### src/rtl/pis_pkg.sv
package pis_pkg;
  localparam int NSRC = 17;
  localparam int ID_W = 5;

  typedef enum logic [ID_W-1:0] {
    SRC_RST   = 5'd0,
    SRC_MCK   = 5'd1,
    SRC_HMI   = 5'd2,
    SRC_HDEC  = 5'd3,
    SRC_HVI   = 5'd4,
    SRC_EXT   = 5'd5,
    SRC_CEXT  = 5'd6,
    SRC_WDT   = 5'd7,
    SRC_CDB   = 5'd8,
    SRC_FIT   = 5'd9,
    SRC_PIT   = 5'd10,
    SRC_DEC   = 5'd11,
    SRC_PDB   = 5'd12,
    SRC_HDB   = 5'd13,
    SRC_PERF  = 5'd14,
    SRC_THERM = 5'd15,
    SRC_EBB   = 5'd16
  } src_e;

  typedef struct packed {
    logic vld;
    src_e id;
  } pick_t;
endpackage

### src/rtl/pis_wake_sel.sv
module pis_wake_sel
  import pis_pkg::*;
(
  input  logic  r_ext,
  input  logic  r_dec,
  input  logic  r_mck,
  input  logic  r_hmi,
  input  logic  r_pdb,
  input  logic  r_hdb,
  input  logic  r_hvi,
  input  logic  en_ext,
  input  logic  en_dec,
  input  logic  en_oth,
  input  logic  en_pdb,
  input  logic  en_hdb,
  input  logic  en_hvi,
  input  logic  ext_blk,
  output pick_t pick
);
  always_comb begin
    pick = '{vld: 1'b0, id: SRC_RST};
    if (r_ext && en_ext && !ext_blk)  pick = '{vld: 1'b1, id: SRC_EXT};
    else if (r_dec && en_dec)         pick = '{vld: 1'b1, id: SRC_DEC};
    else if (r_mck && en_oth)         pick = '{vld: 1'b1, id: SRC_MCK};
    else if (r_hmi && en_oth)         pick = '{vld: 1'b1, id: SRC_HMI};
    else if (r_pdb && en_pdb)         pick = '{vld: 1'b1, id: SRC_PDB};
    else if (r_hdb && en_hdb)         pick = '{vld: 1'b1, id: SRC_HDB};
    else if (r_hvi && en_hvi)         pick = '{vld: 1'b1, id: SRC_HVI};
  end
endmodule

### src/rtl/pis_norm_sel.sv
module pis_norm_sel
  import pis_pkg::*;
(
  input  logic [NSRC-1:0] req,
  input  logic            async_ok,
  input  logic            st_hv,
  input  logic            st_pr,
  input  logic            st_ce,
  input  logic            hv_capable,
  input  logic            part_sel0,
  input  logic            ext_blk,
  input  logic            hdec_en,
  input  logic            hvi_en,
  input  logic            ebb_ge,
  output pick_t           pick
);
  logic [NSRC-1:0] qual;
  logic            hv_escape;

  assign hv_escape = async_ok || !st_hv;

  always_comb begin
    qual = req & {NSRC{async_ok}};
    qual[SRC_RST]  = req[SRC_RST];
    qual[SRC_MCK]  = req[SRC_MCK];
    qual[SRC_HDEC] = req[SRC_HDEC] && hdec_en && hv_escape;
    qual[SRC_HVI]  = req[SRC_HVI] && hvi_en && hv_escape;
    qual[SRC_EXT]  = req[SRC_EXT] &&
                     ((async_ok && !ext_blk) ||
                      (hv_capable && !st_hv && !part_sel0));
    qual[SRC_CEXT] = req[SRC_CEXT] && st_ce;
    qual[SRC_EBB]  = req[SRC_EBB] && async_ok && st_pr && ebb_ge;
  end

  always_comb begin
    pick = '{vld: 1'b0, id: SRC_RST};
    for (int i = NSRC - 1; i >= 0; i--) begin
      if (qual[i]) pick = '{vld: 1'b1, id: src_e'(i[ID_W-1:0])};
    end
  end
endmodule

### src/rtl/pend_irq_sel.sv
module pend_irq_sel
  import pis_pkg::*;
(
  input  logic                 clk,
  input  logic                 rst,
  input  logic [NSRC-1:0]      req,
  input  logic                 halted,
  input  logic                 wake_ctl,
  input  logic                 st_ee,
  input  logic                 st_hv,
  input  logic                 st_pr,
  input  logic                 st_ce,
  input  logic                 resume_rst,
  input  logic                 hv_capable,
  input  logic                 part_sel0,
  input  logic                 ext_hv_block,
  input  logic                 hdec_en,
  input  logic                 hvi_en,
  input  logic                 wk_ext_en,
  input  logic                 wk_dec_en,
  input  logic                 wk_oth_en,
  input  logic                 wk_pdb_en,
  input  logic                 wk_hdb_en,
  input  logic                 wk_hvi_en,
  input  logic                 ebb_ge,
  output logic [ID_W-1:0]      src_id,
  output logic                 src_vld
);
  localparam logic [NSRC-1:0] NORM_EXCL = NSRC'(1) << SRC_HMI;

  logic            wake_mode;
  logic            async_ok;
  logic            ext_blk;
  logic [NSRC-1:0] req_norm;
  pick_t           wake_pick;
  pick_t           norm_pick;
  pick_t           nxt;

  assign wake_mode = halted && wake_ctl;
  assign async_ok  = st_ee || resume_rst || (halted && !wake_ctl);
  assign ext_blk   = ext_hv_block && st_hv && !st_pr;
  assign req_norm  = req & ~NORM_EXCL;

  pis_wake_sel u_wake (
    .r_ext   (req[SRC_EXT]),
    .r_dec   (req[SRC_DEC]),
    .r_mck   (req[SRC_MCK]),
    .r_hmi   (req[SRC_HMI]),
    .r_pdb   (req[SRC_PDB]),
    .r_hdb   (req[SRC_HDB]),
    .r_hvi   (req[SRC_HVI]),
    .en_ext  (wk_ext_en),
    .en_dec  (wk_dec_en),
    .en_oth  (wk_oth_en),
    .en_pdb  (wk_pdb_en),
    .en_hdb  (wk_hdb_en),
    .en_hvi  (wk_hvi_en),
    .ext_blk (ext_blk),
    .pick    (wake_pick)
  );

  pis_norm_sel u_norm (
    .req        (req_norm),
    .async_ok   (async_ok),
    .st_hv      (st_hv),
    .st_pr      (st_pr),
    .st_ce      (st_ce),
    .hv_capable (hv_capable),
    .part_sel0  (part_sel0),
    .ext_blk    (ext_blk),
    .hdec_en    (hdec_en),
    .hvi_en     (hvi_en),
    .ebb_ge     (ebb_ge),
    .pick       (norm_pick)
  );

  always_comb begin
    if (req[SRC_RST])   nxt = '{vld: 1'b1, id: SRC_RST};
    else if (wake_mode) nxt = wake_pick;
    else                nxt = norm_pick;
  end

  always_ff @(posedge clk) begin
    if (rst) begin
      src_vld <= 1'b0;
      src_id  <= '0;
    end else begin
      src_vld <= nxt.vld;
      src_id  <= nxt.vld ? nxt.id : '0;
    end
  end

  AST_RESET_WINS: assert property (@(posedge clk) disable iff (rst)
    req[SRC_RST] |=> (src_vld && src_id == SRC_RST));
  AST_VALID_HAS_REQ: assert property (@(posedge clk) disable iff (rst)
    src_vld |-> ($past(req) != '0));
  AST_WAKE_SILENT: assert property (@(posedge clk) disable iff (rst)
    (wake_mode && !req[SRC_RST] && !wake_pick.vld) |=> !src_vld);
  AST_MCK_NORMAL: assert property (@(posedge clk) disable iff (rst)
    (!halted && req[SRC_MCK] && !req[SRC_RST]) |=> (src_vld && src_id == SRC_MCK));
  AST_NO_HMI_NORMAL: assert property (@(posedge clk) disable iff (rst)
    !wake_mode |=> (src_id != SRC_HMI));
  AST_ID_RANGE: assert property (@(posedge clk) disable iff (rst)
    src_vld |-> (src_id < NSRC));
endmodule

### config.mk
export PLATFORM = sky130hd
export DESIGN_NAME = pend_irq_sel
export DESIGN_NICKNAME = d
export VERILOG_FILES = /design/src/rtl/pis_pkg.sv /design/src/rtl/pis_wake_sel.sv /design/src/rtl/pis_norm_sel.sv /design/src/rtl/pend_irq_sel.sv
export SDC_FILE = /design/constraint.sdc
export NUM_CORES = 1
export LEC_CHECK = 0
export ABC_AREA = 0
export BUFFER_PORTS_ARGS = -buffer_cell sky130_fd_sc_hd__buf_4
export CAP_MARGIN = 20
export CORE_UTILIZATION = 35
export CTS_BUF_LIST = sky130_fd_sc_hd__clkbuf_16
export CTS_CLUSTER_SIZE = 8
export DETAILED_ROUTE_END_ITERATION = 8
export PLACE_DENSITY = 0.71
export SYNTH_ARGS = -nofsm -noshare
export SYNTH_HDL_FRONTEND = slang
export SYNTH_SLANG_ARGS = --single-unit
### constraint.sdc
create_clock -name clk -period 5 [get_ports clk]
set_clock_uncertainty 0.05 [all_clocks]
set_input_delay 1.25 -clock clk [delete_from_list [all_inputs] [get_ports clk]]
set_output_delay 1.25 -clock clk [all_outputs]
set_load 0.1 [all_outputs]
# Word-level counts from Yosys, hierarchy flattened
# Index checks and enable logic that the tools add are counted.
# word_totals
register_bits	6
memories	0
romBits	0
ramBits	0
out_inout_bits	6
inputBits	38
elab_cells	63
latchBits	0
# classes
addsub	0
div	0
multipliers	0
n_mux	25
eq_ne	0
n_lt_le_gt_ge	0
n_shift	0
n_bitwise	2
n_reduce_logical	34
# ops
operator	count
6-bit 2-to-1 mux	25
1-bit logical AND	24
16-bit AND	1
1-bit logical NOT	5
1-bit logical OR	4
3-bit OR reduction	1
1-bit inverter	1

# Depth between registers and ports, before layout
# Gate-level depths: netlist of run 1.
# logic_depth
ltp_word	26
depth_mapped	6
ltp_nobuf	5

# Cells and area by module
# From an unflattened synthesis of run 1, not the netlist that was laid out.
# hier_totals
cells_unflattened	92
hier_area_um2	636.9
# modules_own_cells
module	cells_per_inst	n_inst	seq_area_each_um2	area_each_um2
pis_norm_sel	49	1	0.0	274.0
pend_irq_sel	24	1	120.1	249.0
pis_wake_sel	19	1	0.0	113.9

# Worst setup path after synthesis of run 1
# Ideal clock, no wire load.
# synth_timing
kind	in2reg
start	in req[15]
end	reg src_id[0]
stages	5
required_time_ns	4.815
setup_ns	0.135
setup_slack_ns	2.550
n_path_buf	0
arrival_time_ns	2.264
cell_sequence	nor4_1 -> a32o_1 -> o21ai_0 -> o31ai_2 -> a211oi_1
# synth_between
elab_chain_cells	20
# synth_rtl
element	line	source
start: declaration	pend_irq_sel.sv:6	input logic [NSRC-1:0] req,
16-bit AND (*)	pis_norm_sel.sv:23	qual = req & {NSRC{async_ok}};
6-bit 2-to-1 mux (*) (15 in series)	pis_norm_sel.sv:38	if (qual[i]) pick = '{vld: 1'b1, id: src_e'(i[ID_W-1:0])};
6-bit 2-to-1 mux (*)	pend_irq_sel.sv:79	else if (wake_mode) nxt = wake_pick;
6-bit 2-to-1 mux	pend_irq_sel.sv:78	if (req[SRC_RST]) nxt = '{vld: 1'b1, id: SRC_RST};
1-bit inverter (no source line)	n/a	
3-bit OR reduction (no source line)	n/a	
end signal: assignment	pend_irq_sel.sv:89	src_id <= nxt.vld ? nxt.id : '0;
end: declaration	pend_irq_sel.sv:26	output logic [ID_W-1:0] src_id,
# Every way passes the cells marked *; elsewhere a longest branch is shown, timed or not.
# A chain may end at the register's enable or synchronous reset.

# Final worst setup path of run 1
# layout_timing
start	in req[15]
end	reg src_id[3]
# The elaborated chain is that of the path after synthesis.

==> reports/metrics.sh, run 1 <==
DIE-AREA_UM2=1900
DRC=2
POSTCTSHOLDBUFS=0
SYNTH-XOR-AREA-SHARE_PCT=0
CRITICAL_PATH_PEAK_FANOUT=4
LAYOUT_COMMONEST_CELL='sky130_fd_sc_hd__buf_4'
N_ANTENNA_CELL=0
AREA.SEQUENTIAL_UM2=120
ASYNC_FLOP_SHARE_PCT=0
HOLD_PATH_CLASS='primary input to register'
AREA_GROWTH_PCT=67.0
CTS.HTREE.LEVELS=1
GRT_FIRST_PASS_WIRELENGTH_UM=3140
SYNTHESIZED_NET_COUNT=125
NUM-FILL-CELLS=139
DIE_H_UM=43.6
GRT_START_MAX_NET_PINS=8
CRIT_TYPE='primary input to register'
TIMING.CRITICAL_PATH.FROM_TYPE='primary input'
FINAL_MIN_PERIOD_OVER_CLOCK_PERIOD_PCT=51.4
PORT_BUFFERS=43
CRITICAL_PATH.CELL_CHAIN='buf_4 > nor4_1 > a32o_1 > o21ai_0 > o31ai_2 > a21oi_1'
MOSTFREQUENTLAYOUTCELLS='sky130_fd_sc_hd__buf_4, sky130_fd_sc_hd__nand2_1, sky130_fd_sc_hd__nor2_1'
PATH_CLK_SLEW_NS=0.03
ANTENNA_VIOLATING_NETS_POST_ROUTE=0
FINAL_WTD_CONGESTION=0.818
ROUTEDWLPERCELL_UM=12.9
COUNT_OF_STATE_ELEMENTS_AFTER_SYNTHESIS=6
TIMING.CRITICAL_PATH.REQUIRED_NS=5.04
DETAIL_ROUTE.WIRELENGTH_UM=1900
WORST_SLEW_MARGIN_REL_PCT=67.2
MUXSHAREOFSYNTHAREA_PCT=0
POST_ROUTE_CELLS_DRIVE_ABOVE_1_SHARE_PCT=39.4
REPORT.POWER.TOTAL_uW=258
GRT_ANTENNA_BEFORE_REPAIR=0
TIMING.HOLD.WORST.START='rst'
BOUNDARYPINS=44
SYNTH-SEQ-AREA-SHARE_PCT=19.8
SETUP_REPAIR_AFTER_GLOBAL_ROUTING_MISSED_ITS_MARGIN='false'
ROWS=14
CLOCK-SINKS=6
POWER.STATIC_LEAKAGE_nW=0.481
GRT_OVERFLOW_TOTAL=0
DIE-WIDTH_UM=43.6
COREAREA_UM2=1560
CTS_REPAIR_RESIZE_COUNT=0
POST_DRT_VIA_CELL_RATIO=5.63
POST_SYNTH.CELL_AREA_AVG_UM2=6.98
SYNTH_FF_TYPE='sky130_fd_sc_hd__dfxtp_1'
POST_CTS_SETUP_BUFFERS=0
COMBINATIONAL_FAMILY_WITH_THE_MOST_AREA_AFTER_SYNTHESIS='compound AO/OA/AOI/OAI gates'
FINALHOLDVIOLCOUNT=0
SYNTH_SIMPLE_GATE_AREA_SHARE_PCT=37.3
SETUP_SLACK_OF_THE_CRITICAL_PATH_AFTER_LAYOUT_NS=2.43
MAX_STAGE_DELAY_CELL_WORST_PATH='sky130_fd_sc_hd__nor4_1'
WORST_PIN_SLEW_NS=0.490
NUMBER_OF_MAX_CAP_VIOLATIONS=0
ROOT_BUFFER='sky130_fd_sc_hd__clkbuf_16'
SYNTHESIS.AREA_UM2=607
SETUP_VIOL=0
SLOWEST_DELAY_NS=0.37
SLEW_VIOL_FINAL=0
VDD.IR_DROP.WORST_mV=0.174
MAXIMUM_CLOCK_INSERTION_BUFFER_COUNT=2
TRITONCTS.NUM_BUFFERS=3
TNS_NS=0
FIN_UTIL_PCT=65.0
DP_WORST_SETUP_SLACK_NS=2.26
SYNTHCELLS=87
FINISH.NET_COUNT=172
STATUS='finished, violations left'
FMAX_GHz=0.389
MULTIINPUTGATEAREA_UM2=464
FAILED_CHECKS='design-rule violations'
SETUP.WORST_PATH.END_CLASS='register'
SYNTH-COMPOUND-AREA-SHARE_PCT=39.2
SYNTH_ENABLE_FLOP_CELLS=0
GRT_PASS1_VIAS=791
YS_TYPES=33
FIRST_PASS_ITERS=6
YS.WARNINGS.COUNT=0
PERIOD_MINUS_SLACK_NS=2.57
TRITONCTS_CLOCK_TREE='built'
DETAILEDPLACEMENTHPWL_UM=1590
TOTAL_ROUTING_USAGE_GR_PCT=21.9
P_PER_AREA_nW_PER_UM2=254
POST_SYNTH_FA_HA_MAJ_AREA_FRACTION_PCT=0
DETAIL_ROUTE.ITER0.VIOLATIONS=25
ARRIVAL_TIME_AT_THE_WORST_ENDPOINT_NS=2.62
NUM_VIAS=833
MIN_DELAY_PATH_DEPTH=2
INITIAL_CORE_UTIL_PCT=38.9
WORSTHOLDENDPOINT='src_vld$_SDFF_PP0_'
[synth_stat cells (2+ instances only)]
| master | instances | share of area [%] |
|---|---|---|
| sky130_fd_sc_hd__a221o_1 | 2 | 3.3 |
| sky130_fd_sc_hd__nand2b_1 | 2 | 2.1 |
| sky130_fd_sc_hd__and4_1 | 2 | 2.9 |
| sky130_fd_sc_hd__inv_1 | 3 | 1.9 |
| sky130_fd_sc_hd__dfxtp_1 | 6 | 20 |
| sky130_fd_sc_hd__a21oi_1 | 7 | 5.8 |
| sky130_fd_sc_hd__nand3_1 | 3 | 2.5 |
| sky130_fd_sc_hd__a211oi_1 | 3 | 3.7 |
| sky130_fd_sc_hd__nor3_1 | 2 | 1.6 |
| sky130_fd_sc_hd__nand2_1 | 16 | 9.9 |
| sky130_fd_sc_hd__nor2_1 | 10 | 6.2 |
| sky130_fd_sc_hd__o21ai_0 | 8 | 6.6 |
| sky130_fd_sc_hd__o31ai_1 | 2 | 2.5 |
| sky130_fd_sc_hd__a31oi_1 | 2 | 2.1 |
[cell type report]
type | count | share of cell area [%]
inverters | 3 | 1.11
clock buffers | 3 | 7.41
well taps | 16 | 1.98
multi-input cells | 77 | 45.8
flip-flops and latches | 6 | 11.9
repair buffers | 43 | 31.9
[power by group]
part,switching [mW],internal [mW]
sequential,0.000432,0.0501
clock,0.0262,0.103
combinational,0.0433,0.0350
total,0.0699,0.188
[critical path: cells and delay by family]
kind	cells	cell delay [ns]
AO/OA/AOI/OAI	4	0.88
buffers and inverters	1	0.12
AND/OR/NAND/NOR	1	0.37
[worst max-delay path by stage]
| stage | endpoint | slack (ns) | depth (start not counted) | start |
|---|---|---|---|---|
| final | src_id[3]$_SDFF_PP0_ | 2.43 | 6 | req[15] |
| after global routing | src_id[0]$_SDFF_PP0_ | 2.32 | 6 | req[15] |
| after CTS | src_id[3]$_SDFF_PP0_ | 2.44 | 6 | req[15] |
| after detailed placement | src_id[3]$_SDFF_PP0_ | 2.26 | 6 | req[15] |
| after global placement | src_id[0]$_SDFF_PP0_ | 2.26 | 6 | req[15] |
| after floorplan | src_id[0]$_SDFF_PP0_ | 2.55 | 5 | req[15] |
[flip-flops by register name, summed over array words and instances, names as in the netlist]
register	cells
src_id	5
src_vld	1
[kinds of logic after synthesis]
group                  count (synthesis)
AO/OA/AOI/OAI                         33
flip-flops                             6
AND/OR/NAND/NOR                       44
buffers and inverters                  4
[layer usage]
| metal | global-route usage [%] | wire (um) |
|---|---|---|
| met1 | 24.9 | 804 |
| met2 | 38.5 | 924 |
| met4 | 11.3 | 53 |
| met3 | 3.75 | 123 |
| met5 | 0 | 0 |
[stage by stage]
| stage | instance area, um2 | hold WS (ns) | std cells |
|---|---|---|---|
| finish | 1010 | 1.13 | 148 |
| floorplan | 607 | 1.27 | 87 |
| global route | 1010 | 1.13 | 148 |
| CTS | 1010 | 1.13 | 148 |
| global placement | 938 | 1.37 | 145 |
| detailed placement | 938 | 1.37 | 145 |
Power figures use the tool's default switching activity.
==> run 2, diff against run 1 <==
--- a/config.mk
+++ b/config.mk
@@ -5,14 +5,14 @@
 export SDC_FILE = /design/constraint.sdc
 export NUM_CORES = 1
 export LEC_CHECK = 0
-export ABC_AREA = 0
+export ABC_AREA = 1
 export BUFFER_PORTS_ARGS = -buffer_cell sky130_fd_sc_hd__buf_4
 export CAP_MARGIN = 20
 export CORE_UTILIZATION = 35
 export CTS_BUF_LIST = sky130_fd_sc_hd__clkbuf_16
 export CTS_CLUSTER_SIZE = 8
 export DETAILED_ROUTE_END_ITERATION = 8
-export PLACE_DENSITY = 0.71
+export PLACE_DENSITY = 0.69
 export SYNTH_ARGS = -nofsm -noshare
 export SYNTH_HDL_FRONTEND = slang
 export SYNTH_SLANG_ARGS = --single-unit
==> constraint.sdc (replaced) <==
create_clock -name clk -period 2.7 [get_ports clk]
set_clock_uncertainty 0.05 [all_clocks]
set_input_delay 0.675 -clock clk [delete_from_list [all_inputs] [get_ports clk]]
set_output_delay 0.675 -clock clk [all_outputs]
set_load 0.1 [all_outputs]
==> run 2 against run 1 <==
Effect of this change: the run now ends clean; via count shrank 1.8%; non-clock buffer count is the same; critical path type unchanged; synthesized cell count grew 30%; wire length shrank 8.0%; global-route usage shrank 3.0 points; combinational power grew 90%; area after synthesis grew 6.0%; flip-flop and latch count is the same; critical path depth grew 3; critical endpoint is now src_id[2]$_SDFF_PP0_.
==> reports/metrics.sh, run 2 <==
AREA_GROWTH_PCT=65.0
SYNTH_FF_TYPE='sky130_fd_sc_hd__dfxtp_1'
DETAILEDPLACEMENTHPWL_UM=1520
NUM_VIAS=818
P_INT_uW=347
LARGESTREGISTERS='src_id: 5 flops, src_vld: 1 flops'
TNS_NS=0
CLOCK-SINKS=6
SYNTHESIZED_NET_COUNT=151
SWSHARE_PCT=28.4
STATUS='finished clean'
POWER.STATIC_LEAKAGE_nW=0.601
PORT_BUFFERS=43
DIE-WIDTH_UM=44.9
FINISH.NET_COUNT=198
GRT_PASS1_VIAS=749
COUNT_OF_STATE_ELEMENTS_AFTER_SYNTHESIS=6
CTS_REPAIR_RESIZE_COUNT=0
WORST_PIN_SLEW_NS=0.357
ROWS=15
SYNTHESIS.AREA_UM2=643
YOSYSMOSTFREQUENTCELL='sky130_fd_sc_hd__nand2_1'
POST_SYNTH.CELL_AREA_AVG_UM2=5.69
DRC=0
P_PER_AREA_nW_PER_UM2=456
ARRIVAL_TIME_AT_THE_WORST_ENDPOINT_NS=1.87
MOSTFREQUENTLAYOUTCELLS='sky130_fd_sc_hd__buf_4, sky130_fd_sc_hd__nand2_1, sky130_fd_sc_hd__inv_1'
FINAL_WTD_CONGESTION=0.730
SWITCHING_POWER_uW=137
TOTAL_ROUTING_USAGE_GR_PCT=18.9
NUMBER_OF_MAX_CAP_VIOLATIONS=0
YS_TYPES=20
GRT_OVERFLOW_TOTAL=0
POSTCTSHOLDBUFS=0
TIMING.CRITICAL_PATH.FROM_TYPE='primary input'
POST_CTS_SETUP_BUFFERS=0
CTS.HTREE.LEVELS=1
COREAREA_UM2=1730
HOLD_PATH_CLASS='primary input to register'
DETAIL_ROUTE.ITER0.VIOLATIONS=18
SLEW_VIOL_FINAL=0
WORST_SLEW_MARGIN_REL_PCT=76.0
GRT_FIRST_PASS_WIRELENGTH_UM=2810
ROOT_BUFFER='sky130_fd_sc_hd__clkbuf_16'
SYNTH_TOP_AREA_SHARE_PCT=22.2
POST_DRT_VIA_CELL_RATIO=4.47
FIRST_PASS_ITERS=4
VDD.IR_DROP.WORST_mV=0.305
SYNTH_TOP_CELLS_BY_COUNT='sky130_fd_sc_hd__nand2_1, sky130_fd_sc_hd__inv_1, sky130_fd_sc_hd__nor2_1'
NUM-FILL-CELLS=191
SETUP_REPAIR_AFTER_GLOBAL_ROUTING_MISSED_ITS_MARGIN='false'
PERIOD_MINUS_SLACK_NS=1.80
SYNTH_ENABLE_FLOP_CELLS=0
PATH_CLK_SLEW_NS=0.03
CRITICAL_PATH_PEAK_FANOUT=12
DETAIL_ROUTE.WIRELENGTH_UM=1750
REGMOSTFLOPS='src_id'
YS.WARNINGS.COUNT=0
FINAL_CELL_AREA_UM2=1060
GRT_START_MAX_NET_PINS=13
MAXIMUM_CLOCK_INSERTION_BUFFER_COUNT=2
COMB_POWER_SHARE_PCT=30.9
TRITONCTS_CLOCK_TREE='built'
LARGEST_REG_FLOPS=5
ANTENNA_VIOLATING_NETS_POST_ROUTE=0
TRITONCTS.NUM_BUFFERS=3
SYNTH_AREA_LEADER_CELL='sky130_fd_sc_hd__nand2_1'
FINALHOLDVIOLCOUNT=0
PLACED_CELL_AREA_UM2=986
POST_ROUTE_CELLS_DRIVE_ABOVE_1_SHARE_PCT=38.6
POWER_FRAC_SEQ_PCT=19.4
FMAX_GHz=0.555
ASYNC_FLOP_SHARE_PCT=0
SETUP.WORST_PATH.END_CLASS='register'
REPORT.POWER.TOTAL_uW=484
SYNTH-SEQ-AREA-SHARE_PCT=18.7
GRT_ANTENNA_BEFORE_REPAIR=0
N_ANTENNA_CELL=0
CRIT_TYPE='primary input to register'
SYNTHCELLS=113
INITIAL_CORE_UTIL_PCT=37.2
FINAL_MIN_PERIOD_OVER_CLOCK_PERIOD_PCT=66.8
FIN_UTIL_PCT=61.4
LAYOUT_COMMONEST_CELL='sky130_fd_sc_hd__buf_4'
SETUP_VIOL=0
BOUNDARYPINS=44
ROUTEDWLPERCELL_UM=9.57
SYNTH_AREA_LEADERS='sky130_fd_sc_hd__nand2_1, sky130_fd_sc_hd__dfxtp_1, sky130_fd_sc_hd__inv_1'
CLOCKPOWERSHARE_PCT=49.7
TIMING.CRITICAL_PATH.REQUIRED_NS=2.77
DIE-AREA_UM2=2010
DIE_H_UM=44.9
[run 2: cell types whose count changed after synthesis, sizes merged, moves of 4 or more]
cell    before  now
nor2        10   14
inv          3   18
nand3        3   11
nand2       16   42
a211oi       4    0
[run 2: path summary, 6_finish.rpt]
path                        from                    to  slack [ns]  cells past startpoint
worst max-delay path  resume_rst  src_id[2]$_SDFF_PP0_        0.90                      9
worst min-delay path         rst    src_vld$_SDFF_PP0_        0.56                      2
[run 2: through the flow]
| stage | std cells | worst slack [ns] | hold slack, ns |
|---|---|---|---|
| 2_1_floorplan | 113 | 1.02 | 0.697 |
| 3_3_place_gp | 180 | 0.659 | 0.795 |
| 3_5_place_dp | 180 | 0.634 | 0.795 |
| 4_1_cts | 183 | 0.869 | 0.561 |
| 5_1_grt | 183 | 0.756 | 0.563 |
| 6_report | 183 | 0.897 | 0.561 |
[run 2: cell families after synthesis]
logic type,after synthesis,synth area share (%)
simple gates,70,50.8
buf+inv,19,12.3
compound gates,18,18.3
flops,6,18.7
[run 2: power by group through the flow]
stage | registers (mW) | clock network [mW] | logic, mW
floorplan | 0.121 | 0 | 0.0629
global placement | 0.0950 | 0 | 0.148
detailed placement | 0.0952 | 0 | 0.149
CTS | 0.0939 | 0.243 | 0.150
global route | 0.0940 | 0.248 | 0.165
finish | 0.0939 | 0.241 | 0.149
[run 2: layout make-up]
type,count,area (um2),share of cell area (%)
multi-input cells,88,444,41.9
repair buffers,43,323,30.4
flip-flops and latches,6,120,11.3
clock buffers,3,75.1,7.08
inverters,18,67.6,6.37
well taps,25,31.3,2.95
[run 2: worst max-delay path, cell delays in order]
cell,delay (ns)
sky130_fd_sc_hd__buf_4,0.11
sky130_fd_sc_hd__nor2_2,0.13
sky130_fd_sc_hd__nand2_2,0.18
sky130_fd_sc_hd__nand3_1,0.14
sky130_fd_sc_hd__nand3_1,0.14
sky130_fd_sc_hd__nor2_4,0.16
sky130_fd_sc_hd__o21ai_0,0.13
sky130_fd_sc_hd__a21oi_1,0.15
sky130_fd_sc_hd__nor2_1,0.06
[run 2: metal layers]
layer  wire length [um]  up-vias  global-route usage (%)
li1                   -      446                       -
met1                754      342                    24.0
met2                872       30                    33.2
met3                124        0                    3.60
met4                  0        0                    3.64
met5                  0        -                       0
